### src/rtl/sramc_pkg.sv
package sramc_pkg;

  typedef enum logic [2:0] {
    ST_IDLE, ST_TURN, ST_WSET, ST_WPULSE, ST_WHOLD, ST_READ
  } ctrlState_t;

  // strobes from control to datapath, active high intent
  typedef struct packed {
    logic loadReq;
    logic selChip;
    logic writeLow;
    logic outEn;
    logic driveData;
    logic sampleRd;
  } strobe_t;

  function automatic int maxOf(int a, int b);
    return (a > b) ? a : b;
  endfunction

  function automatic int cyclesFor(int ns, int period);
    int c;
    c = (ns + period - 1) / period;
    if (c < 1) c = 1;
    return c;
  endfunction

endpackage

### src/rtl/sramc_ctrl.sv
module sramc_ctrl
  import sramc_pkg::*;
#(
  parameter int RD_CYC = 1,
  parameter int WP_CYC = 1,
  parameter int CNT_W  = 2
) (
  input  logic    clk,
  input  logic    rstN,
  input  logic    reqValid,
  input  logic    reqWrite,
  output logic    reqReady,
  output strobe_t strb
);

  ctrlState_t state, stateNext;
  logic [CNT_W-1:0] cnt, cntNext;
  logic opWrite, haveLast, lastWrite;
  logic accept;

  localparam logic [CNT_W-1:0] RD_LOAD = CNT_W'(RD_CYC - 1);
  localparam logic [CNT_W-1:0] WP_LOAD = CNT_W'(WP_CYC - 1);

  assign accept = (state == ST_IDLE) && reqValid;

  always_comb begin
    stateNext = state;
    cntNext   = cnt;
    case (state)
      ST_IDLE: if (reqValid) begin
        if (haveLast && (lastWrite != reqWrite)) stateNext = ST_TURN;
        else if (reqWrite) stateNext = ST_WSET;
        else begin
          stateNext = ST_READ;
          cntNext   = RD_LOAD;
        end
      end
      ST_TURN: begin
        if (opWrite) stateNext = ST_WSET;
        else begin
          stateNext = ST_READ;
          cntNext   = RD_LOAD;
        end
      end
      ST_WSET: begin
        stateNext = ST_WPULSE;
        cntNext   = WP_LOAD;
      end
      ST_WPULSE: begin
        if (cnt == '0) stateNext = ST_WHOLD;
        else cntNext = cnt - 1'b1;
      end
      ST_WHOLD: stateNext = ST_IDLE;
      ST_READ: begin
        if (cnt == '0) stateNext = ST_IDLE;
        else cntNext = cnt - 1'b1;
      end
      default: stateNext = ST_IDLE;
    endcase
  end

  always_ff @(posedge clk or negedge rstN) begin
    if (!rstN) begin
      state     <= ST_IDLE;
      cnt       <= '0;
      opWrite   <= 1'b0;
      haveLast  <= 1'b0;
      lastWrite <= 1'b0;
    end else begin
      state <= stateNext;
      cnt   <= cntNext;
      if (accept) begin
        opWrite   <= reqWrite;
        haveLast  <= 1'b1;
        lastWrite <= reqWrite;
      end
    end
  end

  assign reqReady = (state == ST_IDLE);

  always_comb begin
    strb.loadReq   = accept;
    strb.selChip   = (state == ST_WSET) || (state == ST_WPULSE) ||
                     (state == ST_WHOLD) || (state == ST_READ);
    strb.writeLow  = (state == ST_WPULSE);
    strb.outEn     = (state == ST_READ);
    strb.driveData = (state == ST_WSET) || (state == ST_WPULSE) || (state == ST_WHOLD);
    strb.sampleRd  = (state == ST_READ) && (cnt == '0);
  end

endmodule

### src/rtl/sramc_dpath.sv
module sramc_dpath
  import sramc_pkg::*;
#(
  parameter int ADDR_W = 17,
  parameter int DATA_W = 16,
  localparam int LANES = DATA_W / 8
) (
  input  logic              clk,
  input  logic              rstN,
  input  strobe_t           strb,
  input  logic [ADDR_W-1:0] reqAddr,
  input  logic [DATA_W-1:0] reqWdata,
  input  logic [LANES-1:0]  reqMask,
  output logic              rspValid,
  output logic [DATA_W-1:0] rspData,
  output logic [ADDR_W-1:0] memAddr,
  output logic              memCeN,
  output logic              memWeN,
  output logic              memOeN,
  output logic [LANES-1:0]  laneEnN,
  output logic [DATA_W-1:0] memDqOut,
  output logic [LANES-1:0]  memDqOe,
  input  logic [DATA_W-1:0] memDqIn
);

  logic [ADDR_W-1:0] addrQ;
  logic [DATA_W-1:0] dataQ;
  logic [LANES-1:0]  maskQ;
  logic [DATA_W-1:0] rdMasked;

  always_ff @(posedge clk or negedge rstN) begin
    if (!rstN) begin
      addrQ <= '0;
      dataQ <= '0;
      maskQ <= '0;
    end else if (strb.loadReq) begin
      addrQ <= reqAddr;
      dataQ <= reqWdata;
      maskQ <= reqMask;
    end
  end

  assign memAddr  = addrQ;
  assign memDqOut = dataQ;
  assign memCeN   = ~strb.selChip;
  assign memWeN   = ~strb.writeLow;
  assign memOeN   = ~strb.outEn;

  for (genvar i = 0; i < LANES; i++) begin : gLane
    assign laneEnN[i] = ~(strb.selChip & maskQ[i]);
    assign memDqOe[i] = strb.driveData & maskQ[i];
    assign rdMasked[8*i +: 8] = maskQ[i] ? memDqIn[8*i +: 8] : 8'h00;
  end

  always_ff @(posedge clk or negedge rstN) begin
    if (!rstN) begin
      rspValid <= 1'b0;
      rspData  <= '0;
    end else begin
      rspValid <= strb.sampleRd;
      if (strb.sampleRd) rspData <= rdMasked;
    end
  end

endmodule

### src/rtl/async_sram_ctrl.sv
module async_sram_ctrl
  import sramc_pkg::*;
#(
  parameter int ADDR_W  = 17,
  parameter int DATA_W  = 16,
  parameter int CLK_NS  = 10,
  parameter int T_RC_NS = 10,
  parameter int T_AA_NS = 10,
  parameter int T_OE_NS = 4,
  parameter int T_WP_NS = 7,
  parameter int T_DW_NS = 5,
  localparam int LANES  = DATA_W / 8
) (
  input  logic              clk,
  input  logic              rstN,
  input  logic              reqValid,
  output logic              reqReady,
  input  logic              reqWrite,
  input  logic [ADDR_W-1:0] reqAddr,
  input  logic [DATA_W-1:0] reqWdata,
  input  logic [LANES-1:0]  reqMask,
  output logic              rspValid,
  output logic [DATA_W-1:0] rspData,
  output logic [ADDR_W-1:0] memAddr,
  output logic              memCeN,
  output logic              memWeN,
  output logic              memOeN,
  output logic              memUbN,
  output logic              memLbN,
  output logic [DATA_W-1:0] memDqOut,
  output logic [LANES-1:0]  memDqOe,
  input  logic [DATA_W-1:0] memDqIn
);

  localparam int RD_CYC = cyclesFor(maxOf(maxOf(T_RC_NS, T_AA_NS), T_OE_NS), CLK_NS);
  localparam int WP_CYC = cyclesFor(maxOf(T_WP_NS, T_DW_NS), CLK_NS);
  localparam int CNT_W  = $clog2(maxOf(RD_CYC, WP_CYC)) + 1;

  strobe_t strb;
  logic [LANES-1:0] laneEnN;

  sramc_ctrl #(.RD_CYC(RD_CYC), .WP_CYC(WP_CYC), .CNT_W(CNT_W)) uCtrl (
    .clk(clk), .rstN(rstN), .reqValid(reqValid), .reqWrite(reqWrite),
    .reqReady(reqReady), .strb(strb)
  );

  sramc_dpath #(.ADDR_W(ADDR_W), .DATA_W(DATA_W)) uDpath (
    .clk(clk), .rstN(rstN), .strb(strb),
    .reqAddr(reqAddr), .reqWdata(reqWdata), .reqMask(reqMask),
    .rspValid(rspValid), .rspData(rspData),
    .memAddr(memAddr), .memCeN(memCeN), .memWeN(memWeN), .memOeN(memOeN),
    .laneEnN(laneEnN), .memDqOut(memDqOut), .memDqOe(memDqOe), .memDqIn(memDqIn)
  );

  assign memLbN = laneEnN[0];
  assign memUbN = laneEnN[LANES-1];

endmodule

### config.mk
export PLATFORM = sky130hd
export DESIGN_NAME = async_sram_ctrl
export DESIGN_NICKNAME = d
export VERILOG_FILES = /design/src/rtl/sramc_pkg.sv /design/src/rtl/sramc_ctrl.sv /design/src/rtl/sramc_dpath.sv /design/src/rtl/async_sram_ctrl.sv
export SDC_FILE = /design/constraint.sdc
export NUM_CORES = 1
export LEC_CHECK = 0
export ABC_AREA = 1
export BUFFER_PORTS_ARGS = -buffer_cell sky130_fd_sc_hd__buf_2
export CAP_MARGIN = 10
export CORE_ASPECT_RATIO = 1.5
export CORE_MARGIN = 4
export CORE_UTILIZATION = 35
export DETAILED_ROUTE_END_ITERATION = 7
export GPL_TIMING_DRIVEN = 0
export SYNTH_ARGS = -nofsm -noshare
export SYNTH_HDL_FRONTEND = slang
export SYNTH_HIERARCHICAL = 1
export SYNTH_SLANG_ARGS = --single-unit
### constraint.sdc
create_clock -name clk -period 2 [get_ports clk]
set_clock_uncertainty 0.2 [all_clocks]
set_input_delay 0.3 -clock clk [delete_from_list [all_inputs] [get_ports clk]]
set_output_delay 0.3 -clock clk [all_outputs]
set_load 0.005 [all_outputs]
# Yosys cells after proc, flatten, opt, wreduce, memory -nomap -nowiden
# Index checks and enable logic that the tools add are counted.
# Widths: inputs -> output; s select.
[word_totals]
regBits = 58
input_bits = 55
output_inout_bits = 58
[op_classes]
addsub = 1
eq_ne = 12
n_mux = 15
n_bitwise = 10
n_reduce_logical = 11
[ops]
columns = ["operator", "n"]
rows = [
  ["$mux 3", 6],
  ["$mux 8", 2],
  ["$pmux 3 s5", 1],
  ["$ne 2x2->1 const B", 6],
  ["$eq 3x2->1 const B", 2],
  ["$eq 3x3->1 const B", 2],
  ["$not 1->1", 6],
  ["$mux 1", 5],
  ["$reduce_and 5->1", 1],
  ["$and 1x1->1", 4],
  ["$pmux 1 s4", 1],
  ["$reduce_bool 4->1", 1],
  ["$eq 3x1->1 const B", 1],
  ["$logic_and 1x1->1", 3],
  ["$logic_not 3->1", 1],
  ["$logic_or 1x1->1", 3],
  ["$reduce_and 3->1", 1],
  ["$reduce_or 2->1", 1],
  ["$ne 1x1->1", 1],
  ["$sub 1x1->1 const B", 1],
]

# Logic depth before layout (Yosys ltp)
# Gate-level depths: netlist of run 1.
[logic_depth]
word_depth = 6
depth_mapped = 11
depth_no_buf = 8

# By module
# Netlist of run 1, hierarchy kept.
[modules_own_cells]
columns = ["module", "instances", "cells_each", "area_per_inst_um2", "seq_area_each_um2"]
rows = [
  ["sramc_dpath", 1, 228, 2092.0, 1301.2],
  ["sramc_ctrl", 1, 45, 320.3, 125.1],
]

# Least setup slack after synthesis of run 1
# No wires, ideal clock.
[synth_path]
path_kind = "reg2reg"
start = "register uCtrl.state[1]"
end = "register uDpath.maskQ[0]"
arrival_ns = 1.280
required_time_ns = 1.684
path_slack_ns = 0.404
path_stages_with_launch = 12
synth_period_minus_slack_ns = 1.596
cell_sequence = "dfrtp_1 -> nor2_2 -> nand2_2 -> inv_2 -> nand2_2 -> inv_1 -> buf_4 -> buf_6 -> inv_8 -> buf_12 -> nand2_2 -> nand2_1"
[synth_via]
elab_chain_len = 2
[synth_lines]
columns = ["element", "line_no", "source"]
rows = [
  ["start, declared", "sramc_ctrl.sv:16", "ctrlState_t state, stateNext;"],
  ["start signal, assigned", "sramc_ctrl.sv:70", "state <= stateNext;"],
  ["$logic_not 3->1", "--", ""],
  ["net reqReady", "async_sram_ctrl.sv:17", "output logic reqReady,"],
  ["$logic_and 1x1->1", "sramc_ctrl.sv:24", "assign accept = (state == ST_IDLE) && reqValid;"],
  ["net uCtrl.accept", "sramc_ctrl.sv:19", "logic accept;"],
  ["end signal, assigned", "sramc_dpath.sv:39", "maskQ <= reqMask;"],
  ["end, declared", "sramc_dpath.sv:28", "logic [LANES-1:0] maskQ;"],
]
# The timed path passes the listed nets, and every way through them passes these cells.
# A chain may end at the register's enable or synchronous reset.

==> results of run 1 <==
[worst max-delay path, cell delays in order (launching register included)]
cell                      delay [ns]
sky130_fd_sc_hd__dfrtp_1        0.42
sky130_fd_sc_hd__inv_2          0.09
sky130_fd_sc_hd__nor3_4         0.22
sky130_fd_sc_hd__or2_4          0.17
sky130_fd_sc_hd__nand2_1        0.04
sky130_fd_sc_hd__buf_2          0.13
[synth_stat cells, types with 2 or more instances]
library cell,n,area share
sky130_fd_sc_hd__buf_6,6,0.028
sky130_fd_sc_hd__nor2_2,2,0.0052
sky130_fd_sc_hd__buf_2,2,0.0041
sky130_fd_sc_hd__a21oi_1,2,0.0041
sky130_fd_sc_hd__inv_1,10,0.016
sky130_fd_sc_hd__nand2_2,13,0.034
sky130_fd_sc_hd__nand3_1,19,0.039
sky130_fd_sc_hd__dfrtp_1,57,0.59
sky130_fd_sc_hd__nor2_1,8,0.012
sky130_fd_sc_hd__nand2_1,138,0.21
sky130_fd_sc_hd__buf_4,5,0.016
sky130_fd_sc_hd__inv_2,2,0.0031
[layer usage]
layer | up-vias | global-route usage | wire length, um
met5 | - | 0 | 0
met4 | 0 | 0.09750 | 178
met3 | 13 | 0.04666 | 400
met2 | 64 | 0.2904 | 3497
met1 | 1042 | 0.1867 | 2443
li1 | 1185 | - | -
[per-stage QoR]
step / hold WS, ns / instance area (um^2) / instances / util
2_1_floorplan: -0.1956 / 2412 / 273 / -
3_3_place_gp: 0.2489 / 3068 / 461 / 0.4633
3_5_place_dp: 0.1510 / 3088 / 462 / 0.4664
4_1_cts: 0.03520 / 3801 / 530 / 0.5741
5_1_grt: 0.04447 / 3831 / 532 / 0.5786
6_report: 0.04470 / 3831 / 532 / 0.5786
[final cells by class]
class                           count  area share
Multi-Input combinational cell    188      0.2106
Clock inverter                      5     0.01470
Buffer                             14     0.03527
Clock buffer                       11     0.03429
Tap cell                           76     0.02482
Sequential cell                    57      0.3726
Timing Repair Buffer              167      0.2913
Inverter                           14     0.01633
[report_power, final]
group / total (W) / switching (W) / internal, W / leakage (nW)
combinational: 0.00201 / 0.00106 / 0.000956 / 1.37
sequential: 0.00192 / 0.000275 / 0.00164 / 0.721
clock: 0.00103 / 0.000456 / 0.000573 / 0.0933
total: 0.00496 / 0.00179 / 0.00317 / 2.19
[cells by family (layout without fill, tap and decap cells)]
| kind of cell | after synthesis | in the layout | synth area share |
|---|---|---|---|
| flops | 57 | 57 | 0.5913 |
| buf+inv | 28 | 211 | 0.08195 |
| simple gates | 182 | 182 | 0.3102 |
| compound gates | 6 | 6 | 0.01660 |
[state kept, by name, indices dropped and copies added (netlist names)]
name,count
uDpath/maskQ,2
uDpath/rspData,16
uDpath/memDqOut,16
uDpath/rspValid,1
uDpath/memAddr,17
uCtrl/state,3
uCtrl/haveLast,1
uCtrl/lastWrite,1
[cells in the final DEF, fill, tap and decap left out, types with 2 or more instances in the layout]
master	instances
sky130_fd_sc_hd__clkinv_2	2
sky130_fd_sc_hd__nand3_1	19
sky130_fd_sc_hd__buf_6	6
sky130_fd_sc_hd__inv_2	3
sky130_fd_sc_hd__buf_4	7
sky130_fd_sc_hd__nor2_1	8
sky130_fd_sc_hd__inv_1	9
sky130_fd_sc_hd__nand2_2	13
sky130_fd_sc_hd__clkbuf_8	9
sky130_fd_sc_hd__dfrtp_1	56
sky130_fd_sc_hd__buf_12	2
sky130_fd_sc_hd__clkbuf_1	2
sky130_fd_sc_hd__nand2_1	138
sky130_fd_sc_hd__buf_2	114
sky130_fd_sc_hd__dlygate4sd3_1	52
sky130_fd_sc_hd__a21oi_1	2
[timing repair]
item | in CTS | in global routing
setup endpoints to repair | 4 | 3
hold buffers | 52 | 0
gates resized for setup | 1 | 5
endpoints found under the hold margin | 77 | 0
pin swaps | 0 | 2
setup buffers | 0 | 2
[final timing paths]
path	from	endpoint	slack, ns	depth (start not counted)
min in group asynchronous	rstN	uDpath/rspData[7]	0.32	2
worst min-delay path	reqValid	uCtrl/haveLast	0.04	3
max in group asynchronous	rstN	uCtrl/state[1]	0.68	3
worst max register to register	uCtrl/state[1]	uDpath/memDqOut[11]	0.27	11
worst min register to register	uDpath/memDqOut[14]	uDpath/memDqOut[14]	0.27	2
worst max-delay path	uCtrl/state[0]	memLbN	0.10	5
==> results by stage, run 1 <==
Place:
- The routability congestion estimate from global placement is between 0.7 and 0.8.
- The number of buffer cells added on primary ports is 112.
- Detailed placement finished with a half-perimeter wire length of 4426 um.
- The minimum setup slack after placement is 0.2286 ns.

Synth:
- In the synthesized netlist the dominant register cell turns out to be sky130_fd_sc_hd__dfrtp_1.
- The count of cell types in the netlist is 21.
- The mapped netlist covers approximately 0.0024 mm^2.
- The flip-flop and latch count after synthesis is 57.
- Of the synthesized area, sequential elements account for 0.5913.
- The number of standard cells after synthesis is 273.
- Dividing the synthesized area by the synthesized cell count gives between 8 and 9 um^2.
- The Yosys step of the flow raised 6 warnings.
- Yosys mapped a number of flops with a built-in enable equal to 0.
- The share of synthesized flip-flops with an asynchronous set or reset is 1.000.
- Synthesis produced a netlist with a net count of 328.

Floorplan:
- After floorplanning, the core was divided into 36 placement rows.
- For this configuration, the core starts out at a cell density of 0.3643.
- The die outline area is 0.008312 mm^2.
- Measured along the x axis, the die boundary spans 75.79 um.
- 113 I/O pins were placed.
- The total area inside the core boundary comes to 0.006621 mm^2.
- The die is 109.7 um tall.

Timing:
- The aggregate negative setup slack is 0 ns.
- The transition time at the pin with the least slew margin is 0.6338 ns.
- Dividing the final minimum period by the clock period gives 0.9498.
- Static timing analysis puts the maximum clock frequency at 526.4 MHz.
- After layout, the worst setup slack is 0.1004 ns.
- The number of hold violations in the final report is 0.
- Setup repair after global routing could not meet its margin everywhere.
- Setup violations remaining at the end of the flow were counted as 0.
- The smallest clock period supported by the final layout is computed as 1.900 ns.
- The max-slew violation count is 0.
- The normalized max-slew margin is 0.5775.

Drt:
- The count of antenna-violating nets left after detailed routing is 0.
- The number of detailed-route iterations in the first pass is 4.
- For this run, design rule violations remaining after detail routing come to 0.
- Summed over all layers, the routed wires come to 6520 um.
- The via density per instance is 4.331.
- The detailed router finished its first iteration with 119 violations.
- The routed via count is roughly 2300.
- Dividing the detail-routed wire length by the instance count gives 12.26 um.

Pwr:
- The peak ir drop on the vdd network is between 0.5 and 0.6 mV.
- The leakage power total is 2.185 nW.
- The total power draw is 0.004959 W.
- Power spread over the standard cell area amounts to ~1300 mW/mm^2.

Hold path:
- The type of the worst min-delay path is in -> reg.

Layout:
- The final-layout fill cell count is around 600.
- The area of the multi-input gates is between 800 and 900 um^2.
- The number of antenna diodes in the final layout is 0.
- The sequential cells in the finished layout cover a total of 0.001428 mm^2.
- The net count of the finished layout is 506.
- Relative to the synthesized area, the layout overhead comes to 58.82%.
- The share of post-route cells with drive strength above 1 is 0.3684.

Critical path:
- The worst setup path is of the reg -> out kind.
- The nature of the critical path endpoint is a primary output.
- At the worst endpoint, the arrival time is 1.40 ns.
- The sort of element at the start of the critical path is a register.
- In this run the worst path has a maximum fanout of 4.
- At the worst endpoint, the required time is about 1.5 ns.

CTS:
- The clock-pin slew on the worst setup and hold paths is 0.06 ns.
- The number of levels the H-tree was split into is 3.
- The number of buffers added by the clock tree synthesis step is 9.
- The total clock sinks is 57.
- The CTS tree is done.
- The clock latency reported for the late side of the worst-skew pair is roughly 0.33 ns.
- Counting along the longest clock path gives a buffer depth of 2.
- The buffer type at the clock tree root is sky130_fd_sc_hd__clkbuf_8.

Global routing:
- The number of antenna violations at the first check in global routing came to 0.
- Entering global routing, the biggest net connects 32 pins.
- The number of global-route vias before repair was 2349.
- Across every metal layer, demand over resource in global routing totals 0.1715.
- The wire length of the first global-routing pass is 10650 um.
- After global routing the overflow that remains totals 0.

Job:
- Across the run, the number of max-cap violations was 0.

Outcome:
- The flow ran to the end, and the final reports show no timing, DRC or antenna violations.
(Power assumes the default switching activity.)
==> run 2, diff against run 1 <==
--- a/config.mk
+++ b/config.mk
@@ -11,6 +11,7 @@
 export CORE_ASPECT_RATIO = 1.5
 export CORE_MARGIN = 4
 export CORE_UTILIZATION = 35
+export CTS_BUF_LIST = sky130_fd_sc_hd__clkbuf_4 sky130_fd_sc_hd__clkbuf_8
 export DETAILED_ROUTE_END_ITERATION = 7
 export GPL_TIMING_DRIVEN = 0
 export SYNTH_ARGS = -nofsm -noshare
==> run 2 against run 1 <==
Effect of this change:
- core utilization grew 0.11 points
- worst hold slack is essentially flat
- combinational power is essentially flat
- count of clock-buffer cells in the layout is the same
- design area grew 0.20%
- setup slack is essentially flat
- wire length grew 0.32%
- sequential power is essentially flat
- total power grew 0.61%
- non-clock buffer count is the same
- global-route usage is the same
- sequential cell count is the same
==> results by stage, run 2 (synthesis gave the netlist of run 1 again) <==
Layout:
- The antenna diode count is 0 (unchanged).
- The library cells used most frequently in the layout, excluding fill and tap cells, are sky130_fd_sc_hd__nand2_1, sky130_fd_sc_hd__buf_2, sky130_fd_sc_hd__dfrtp_1, sky130_fd_sc_hd__dlygate4sd3_1, sky130_fd_sc_hd__nand3_1.
- The number of nets in the layout was 506 (unchanged).
- The final-layout fill cell count is 589 (-0.67%).
- The sequential cell area is 0.001428 mm^2 (unchanged).
- The flip-flop count of the largest register after layout is 17 (unchanged).
- The share of the core filled with cells is 0.5797 (+0.001134).
- The share of post-route cells with drive strength above 1 is 0.3728 (+0.004386).
- The area of the multi-input gates is 807.0 um^2 (unchanged).
- The library cell used most frequently in the layout, excluding fill and tap cells, is sky130_fd_sc_hd__nand2_1.
- The area growth from synthesis to final layout is 59.13%.

Drt:
- The final routed DRC violation total came to 0 (unchanged).
- The length of routed met3 wiring is 400 um (unchanged).
- The number of detailed-route iterations in the first pass came to 4 (unchanged).
- The first-iteration detailed-routing DRC count is 89 (-25%).
- The total wirelength of the detailed-routed design is 6541 um (+0.32%).
- The met1 routed wirelength after detailed routing came to 2467 um (+0.98%).
- The met2 routed wirelength is 3495 um (about the same).
- The routed wire length per instance is 12.30 um (+0.32%).
- The via density per instance is 4.338 (+0.17%).
- The count of antenna-violating nets left after detailed routing is 0 (unchanged).
- Routed signal wires occupy layers up through met4.
- The routed via count is 2308 (+0.17%).

Place:
- The routability congestion estimate from global placement is 0.7407 (unchanged).
- The number of buffer cells added on primary ports is 112 (unchanged).
- The minimum setup slack after placement is 0.2286 ns (unchanged).
- The HPWL after detailed placement came to 4426 um (unchanged).

Critical path:
- The launch point of the worst reg-to-reg path is uCtrl/state[1].
- The required arrival time at the worst endpoint was 1.50 ns (about the same).
- The worst register-to-register path ends at uDpath/memDqOut[11].
- The standard cell with the maximum stage delay on the critical path is sky130_fd_sc_hd__dfrtp_1.
- Walking the worst path, the cells encountered are inv_2 > nor3_4 > or2_4 > nand2_1 > buf_2.
- The minimum setup slack among reg-to-reg paths came to 0.27 ns (about the same).
- The nature of the critical path endpoint is a primary output.
- The capture point of the worst path is memLbN.
- The total buffers and inverters traversed by the critical path came to 2 (unchanged).
- The instance count on the critical path is 5 (unchanged).
- The critical path is of the reg -> out type.
- The sort of element at the start of the critical path is a register.
- The data arrival time of the critical path came to 1.40 ns (about the same).
- The startpoint of the worst setup timing path is uCtrl/state[0].
- The kind of cell with the highest combined delay along the critical path is simple AND/OR/NAND/NOR gates.
- The depth of the worst register-to-register path came to 11 (unchanged).
- The largest fanout on the critical path is 4 (unchanged).
- The peak per-stage delay on the critical path is 0.42 ns (about the same).

Timing:
- The number of hold violations in the final report was 0 (unchanged).
- The normalized max-slew margin is 0.5775 (about the same).
- The max-slew violation count came to 0 (unchanged).
- The post-route worst setup slack is 0.1004 ns (+0.00007100 ns).
- The transition time at the pin with the least slew margin was 0.6338 ns (-0.000009000 ns).
- The maximum clock frequency was 526.4 MHz (about the same).
- The final number of setup-violating endpoints came to 0 (unchanged).
- The time the final worst path needs with I/O delays and setup is 1.900 ns (-0.00007100 ns).
- Setup repair after global routing could not meet its margin everywhere.
- The portion of the clock cycle consumed by the worst path in the final layout is 0.9498 (about the same).

CTS:
- The total clock sinks is 57 (unchanged).
- The number of buffers added by the clock tree synthesis step is 9 (unchanged).
- The number of levels the H-tree was split into is 3 (unchanged).
- The clock latency reported for the late side of the worst-skew pair is 0.33 ns (about the same).
- The tree is rooted in a sky130_fd_sc_hd__clkbuf_8.
- The clock-pin slew on the worst setup and hold paths is 0.06 ns (about the same).
- The CTS tree is done.
- The buffer levels on the longest clock path is 2 (unchanged).

Global routing:
- The pin count of the biggest net entering global routing is 32 (unchanged).
- The wire length of the first global-routing pass is 10650 um (unchanged).
- The global route total overflow was 0 (unchanged).
- The number of global-route vias before repair is 2349 (unchanged).
- The number of antenna violations at the first check in global routing is 0 (unchanged).
- The global-route total usage across every layer is 0.1715 (unchanged).

Pwr:
- The power per standard cell area is 1300 mW/mm^2 (+0.41%).
- The leakage power total came to 2.192 nW (+0.31%).
- The peak ir drop on the vdd network is 0.5476 mV (about the same).

Hold path:
- The cell depth of the worst hold path is 3 (unchanged).
- In this run the worst hold path is classified as in -> reg.

Floorplan:
- The number of rows in the core area came to 36 (unchanged).
- The number of placed I/O pins is 113 (unchanged).
- The overall die width is 75.79 um (unchanged).
- The die outline area is 0.008312 mm^2 (unchanged).
- The height of the chip is 109.7 um (unchanged).
- The effective utilization at floorplan is 0.3643 (unchanged).
- The area of the core region was 0.006621 mm^2 (unchanged).

Outcome:
- The flow ran to the end, and the final reports show no timing, DRC or antenna violations.

Job:
- The number of max-capacitance violations reported is 0 (unchanged).
## run 2: changes by cell type in the layout (fill, tap and decap cells not counted)
| cell | change |
|---|---|
| sky130_fd_sc_hd__clkbuf_1 | -2 |
| sky130_fd_sc_hd__clkbuf_4 | +2 |
## run 2: power by group
| part | internal, W | switching (W) | leakage [nW] | total [W] |
|---|---|---|---|---|
| logic | 0.000956 | 0.00106 | 1.37 | 0.00202 |
| clock network | 0.000600 | 0.000456 | 0.100 | 0.00106 |
| registers | 0.00164 | 0.000277 | 0.721 | 0.00192 |
## run 2: how the worst min path moves through the flow
stage / slack [ns] / from / to
after floorplan: -0.20 / rstN / uCtrl/haveLast
after global placement: 0.25 / uDpath/memDqOut[3] / uDpath/memDqOut[3]
after detailed placement: 0.15 / rstN / uCtrl/state[2]
after CTS: 0.04 / reqValid / uCtrl/haveLast
after global routing: 0.04 / reqValid / uCtrl/haveLast
final: 0.04 / reqValid / uCtrl/haveLast
## run 2: metal layers
layer,global-route usage,vias up
li1,-,1186
met1,0.1867,1045
met2,0.2904,64
met3,0.04666,13
met4,0.09750,0
met5,0,-
## run 2: what timing repair did
action,4_1_cts,5_1_grt
resized for setup,1,5
buffers inserted,0,2
pin swaps,0,2
hold endpoints to repair,77,0
hold buffers,52,0
endpoints found under the setup margin,4,3
## run 2: per-stage QoR
stage               power (W)   TNS, ns  hold slack [ns]  area, um^2  instances
floorplan            0.003014         0          -0.1956        2412        273
global placement     0.003791         0           0.2489        3068        461
detailed placement   0.003837         0           0.1510        3088        462
CTS                  0.005005         0          0.03520        3809        530
global route         0.005440  -0.04833          0.04447        3839        532
finish               0.004989         0          0.04477        3839        532
## run 2: layout make-up
type	instances	share of cell area
flip-flops and latches	57	0.3719
repair buffers	167	0.2907
multi-input cells	188	0.2102
clock buffers	11	0.03618
plain buffers	14	0.03520
well taps	76	0.02477
inverters	14	0.01630
clock inverters	5	0.01467
## run 2: worst min-delay path, cell delays in order
cell                      delay (ns)
sky130_fd_sc_hd__buf_2          0.09
sky130_fd_sc_hd__nand2_2        0.08
sky130_fd_sc_hd__nand2_1        0.07
==> run 3, diff against run 2 <==
--- a/config.mk
+++ b/config.mk
@@ -14,6 +14,7 @@
 export CTS_BUF_LIST = sky130_fd_sc_hd__clkbuf_4 sky130_fd_sc_hd__clkbuf_8
 export DETAILED_ROUTE_END_ITERATION = 7
 export GPL_TIMING_DRIVEN = 0
+export PLACE_DENSITY_LB_ADDON = 0.3
 export SYNTH_ARGS = -nofsm -noshare
 export SYNTH_HDL_FRONTEND = slang
 export SYNTH_HIERARCHICAL = 1
==> constraint.sdc (replaced) <==
create_clock -name clk -period 1.7 [get_ports clk]
set_clock_uncertainty 0.2 [all_clocks]
set_input_delay 0.255 -clock clk [delete_from_list [all_inputs] [get_ports clk]]
set_output_delay 0.255 -clock clk [all_outputs]
set_load 0.005 [all_outputs]
==> run 3 against run 2 <==
Effect of this change:
- the run now ends with setup timing left
- sequential power rose by 18%
- sequential share of layout area shrank 1.5 points
- cell count up 2.3%
- register-to-register slack got worse by 0.41 ns
- sequential cell count is the same
- combinational power up 32%
- critical path type is now reg -> reg
- critical endpoint is now uDpath/memAddr[15]
- largest cell class unchanged
==> results by stage, run 3 (synthesis gave the netlist of run 1 again) <==
Floorplan:
- The area of the core region is 0.006621 mm^2 (unchanged).
- The effective utilization at floorplan was 0.3643 (unchanged).
- The height of the chip came to 109.7 um (unchanged).
- The number of placed I/O pins is 113 (unchanged).
- The number of rows in the core area is 36 (unchanged).
- The die outline area is 0.008312 mm^2 (unchanged).
- The overall die width is 75.79 um (unchanged).

Drt:
- The routed wire length per instance was 12.67 um (+3.1%).
- The first-iteration detailed-routing DRC count is 132 (+48%).
- The total wirelength of the detailed-routed design was 6894 um (+5.4%).
- The via density per instance is 4.425 (+2.0%).
- The final routed DRC violation total is 0 (unchanged).
- The number of detailed-route iterations in the first pass is 6 (+2).
- The routed via count came to 2407 (+4.3%).
- The count of antenna-violating nets left after detailed routing is 0 (unchanged).

CTS:
- The number of buffers added by the clock tree synthesis step is 9 (unchanged).
- The number of levels the H-tree was split into is 3 (unchanged).
- The total clock sinks was 57 (unchanged).
- The clock latency reported for the late side of the worst-skew pair came to 0.34 ns (about the same).
- The CTS tree is done.
- The tree is rooted in a sky130_fd_sc_hd__clkbuf_8.
- The clock-pin slew on the worst setup and hold paths was 0.07 ns (about the same).
- The buffer levels on the longest clock path is 2 (unchanged).

Global routing:
- The global route total overflow is 0 (unchanged).
- The wire length of the first global-routing pass was 11010 um (+3.4%).
- The number of global-route vias before repair is 2373 (+1.0%).
- The global-route total usage across every layer is 0.1778 (+0.006382).
- The pin count of the biggest net entering global routing was 31 (-3.1%).
- The number of antenna violations at the first check in global routing is 0 (unchanged).

Critical path:
- The required arrival time at the worst endpoint is 1.73 ns (+0.23 ns).
- The critical path goes through nor2_4 > buf_4 > nand2_4 > inv_4 > nand2_4 > inv_1 > buf_6 > inv_8 > bufbuf_16 > nand2_2 > nand2_1.
- Among the stages of the critical path, the cell type that occurs most often is sky130_fd_sc_hd__nand2_4.
- The worst setup path is launched from a register.
- The nature of the critical path endpoint is a register.
- The largest fanout on the critical path is 9 (+5).
- The data arrival time of the critical path is 1.87 ns (+0.47 ns).
- The total buffers and inverters traversed by the critical path is 6 (+4).
- On the critical path, the stage with the largest delay is an instance of sky130_fd_sc_hd__dfrtp_2.
- The peak per-stage delay on the critical path is 0.46 ns (+0.04 ns).
- The cell class contributing the biggest share of worst-path delay is buffers and inverters.
- The start-to-end type of the worst setup path is reg -> reg.

Layout:
- The share of the core filled with cells came to 0.6034 (+0.02362).
- The number of nets in the layout was 518 (+2.4%).
- The share of post-route cells with drive strength above 1 is 0.3910 (+0.01822).
- In the layout the commonest cells are sky130_fd_sc_hd__nand2_1, sky130_fd_sc_hd__buf_2, sky130_fd_sc_hd__dfrtp_1, sky130_fd_sc_hd__dlygate4sd3_1, sky130_fd_sc_hd__nand3_1.
- The flip-flop count of the largest register after layout is 17 (unchanged).
- The final-layout fill cell count was 549 (-6.8%).
- The most common library cell in the layout ignoring fill and taps is sky130_fd_sc_hd__nand2_1.
- The antenna diode count is 0 (unchanged).
- The number of standard cells in the final layout excluding fillers is 544 (+2.3%).
- The post-route cell area is 0.003995 mm^2 (+4.1%).
- The sequential cell area came to 0.001428 mm^2 (unchanged).
- The area growth from synthesis to final layout is 65.61%.
- The area of the multi-input gates was 822.0 um^2 (+1.9%).

Timing:
- The normalized max-slew margin was 0.5713 (-0.006126).
- Setup repair after global routing could not meet its margin everywhere.
- The aggregate negative setup slack was -1.697 ns (-1.697 ns).
- The maximum clock frequency is 543.7 MHz.
- The final number of setup-violating endpoints is 38 (+38).
- The number of hold violations in the final report is 0 (unchanged).
- Counting I/O delays and the setup requirement, the final critical path takes 1.839 ns.
- The post-route worst setup slack came to -0.1391 ns (-0.2395 ns).
- The transition time at the pin with the least slew margin was 0.6430 ns (+0.009189 ns).
- The max-slew violation count came to 0 (unchanged).
- The portion of the clock cycle consumed by the worst path in the final layout is 1.082.

Outcome:
- The checks that failed: setup timing.
- The flow ran to the end, but the final reports show violations.

Place:
- The HPWL after detailed placement is 4426 um (about the same).
- The total instance count after detailed placement is 462 (unchanged).
- The number of buffer cells added on primary ports is 112 (unchanged).
- The routability congestion estimate from global placement is 0.7692 (+3.8%).
- The placed cell area is 0.003088 mm^2 (unchanged).

Job:
- The number of max-capacitance violations reported was 0 (unchanged).

Pwr:
- The power per standard cell area is 1542 mW/mm^2 (+19%).
- The peak ir drop on the vdd network is 0.9799 mV (+79%).
- The leakage power total came to 2.289 nW (+4.4%).

Hold path:
- The tightest min-delay check is of the reg -> reg type.
run 3: cell types whose count changed in the layout (fill, tap and decap cells not counted), moves of 2 or more:
cell	before	now
sky130_fd_sc_hd__nand2_4	0	2
sky130_fd_sc_hd__nand2_1	138	136
sky130_fd_sc_hd__dlygate4sd3_1	52	54
sky130_fd_sc_hd__buf_8	0	2
sky130_fd_sc_hd__buf_4	7	14
sky130_fd_sc_hd__inv_4	1	3
sky130_fd_sc_hd__clkbuf_8	9	13
run 3: stage by stage:
stage                     worst slack (ns)  hold slack, ns  total power [W]
final                              -0.1391          0.2643         0.006161
after global routing               -0.2204          0.2931         0.006646
after CTS                          -0.1639          0.2692         0.006124
after detailed placement          -0.05014          0.1311         0.004520
after global placement            -0.01917          0.2497         0.004447
after floorplan                     0.1037         -0.2406         0.003546
run 3: final timing paths:
check / from / to / slack [ns] / cells past startpoint
max: uCtrl/state[1] / uDpath/memAddr[15] / -0.14 / 11
min: uDpath/memDqOut[7] / uDpath/memDqOut[7] / 0.26 / 2
max reg2reg: uCtrl/state[1] / uDpath/memAddr[15] / -0.14 / 11
min reg2reg: uDpath/memDqOut[7] / uDpath/memDqOut[7] / 0.26 / 2
max in group asynchronous: rstN / uCtrl/state[1] / 0.44 / 3
min in group asynchronous: rstN / uCtrl/state[2] / 0.27 / 2
run 3: routing by layer:
layer	global-route usage	wire length, um	vias to the layer above
met5	0	0	-
met4	0.1200	255	0
met1	0.2004	2602	1097
li1	-	-	1213
met3	0.03660	382	19
met2	0.2929	3654	78
run 3: what timing repair did:
item                                    4_1_cts  5_1_grt
gates cloned                                  2        0
hold buffers                                 54        0
pin swaps                                     3        2
hold endpoints to repair                     81        0
buffers inserted                              9        4
endpoints found under the setup margin       39       41
resized for setup                            14        5
run 3: area by class of cell:
type,instances,area share
plain buffers,12,0.03382
clock buffers,14,0.04666
clock inverters,2,0.002505
inverters,14,0.01691
multi-input cells,188,0.2058
flip-flops and latches,57,0.3573
well taps,76,0.02380
repair buffers,181,0.3132
run 3: worst reg2reg max path, delay by kind of cell, from the launching register on:
kind / cells / cell delay, ns
simple gates: 5 / 0.36
buf+inv: 6 / 0.72
flops: 1 / 0.46
run 3: report_power, final:
part           leakage [nW]  switching (W)  internal [W]
Clock                 0.106       0.000524      0.000700
Combinational          1.46        0.00134       0.00133
Sequential            0.721       0.000335       0.00193
Total                  2.29        0.00220       0.00396
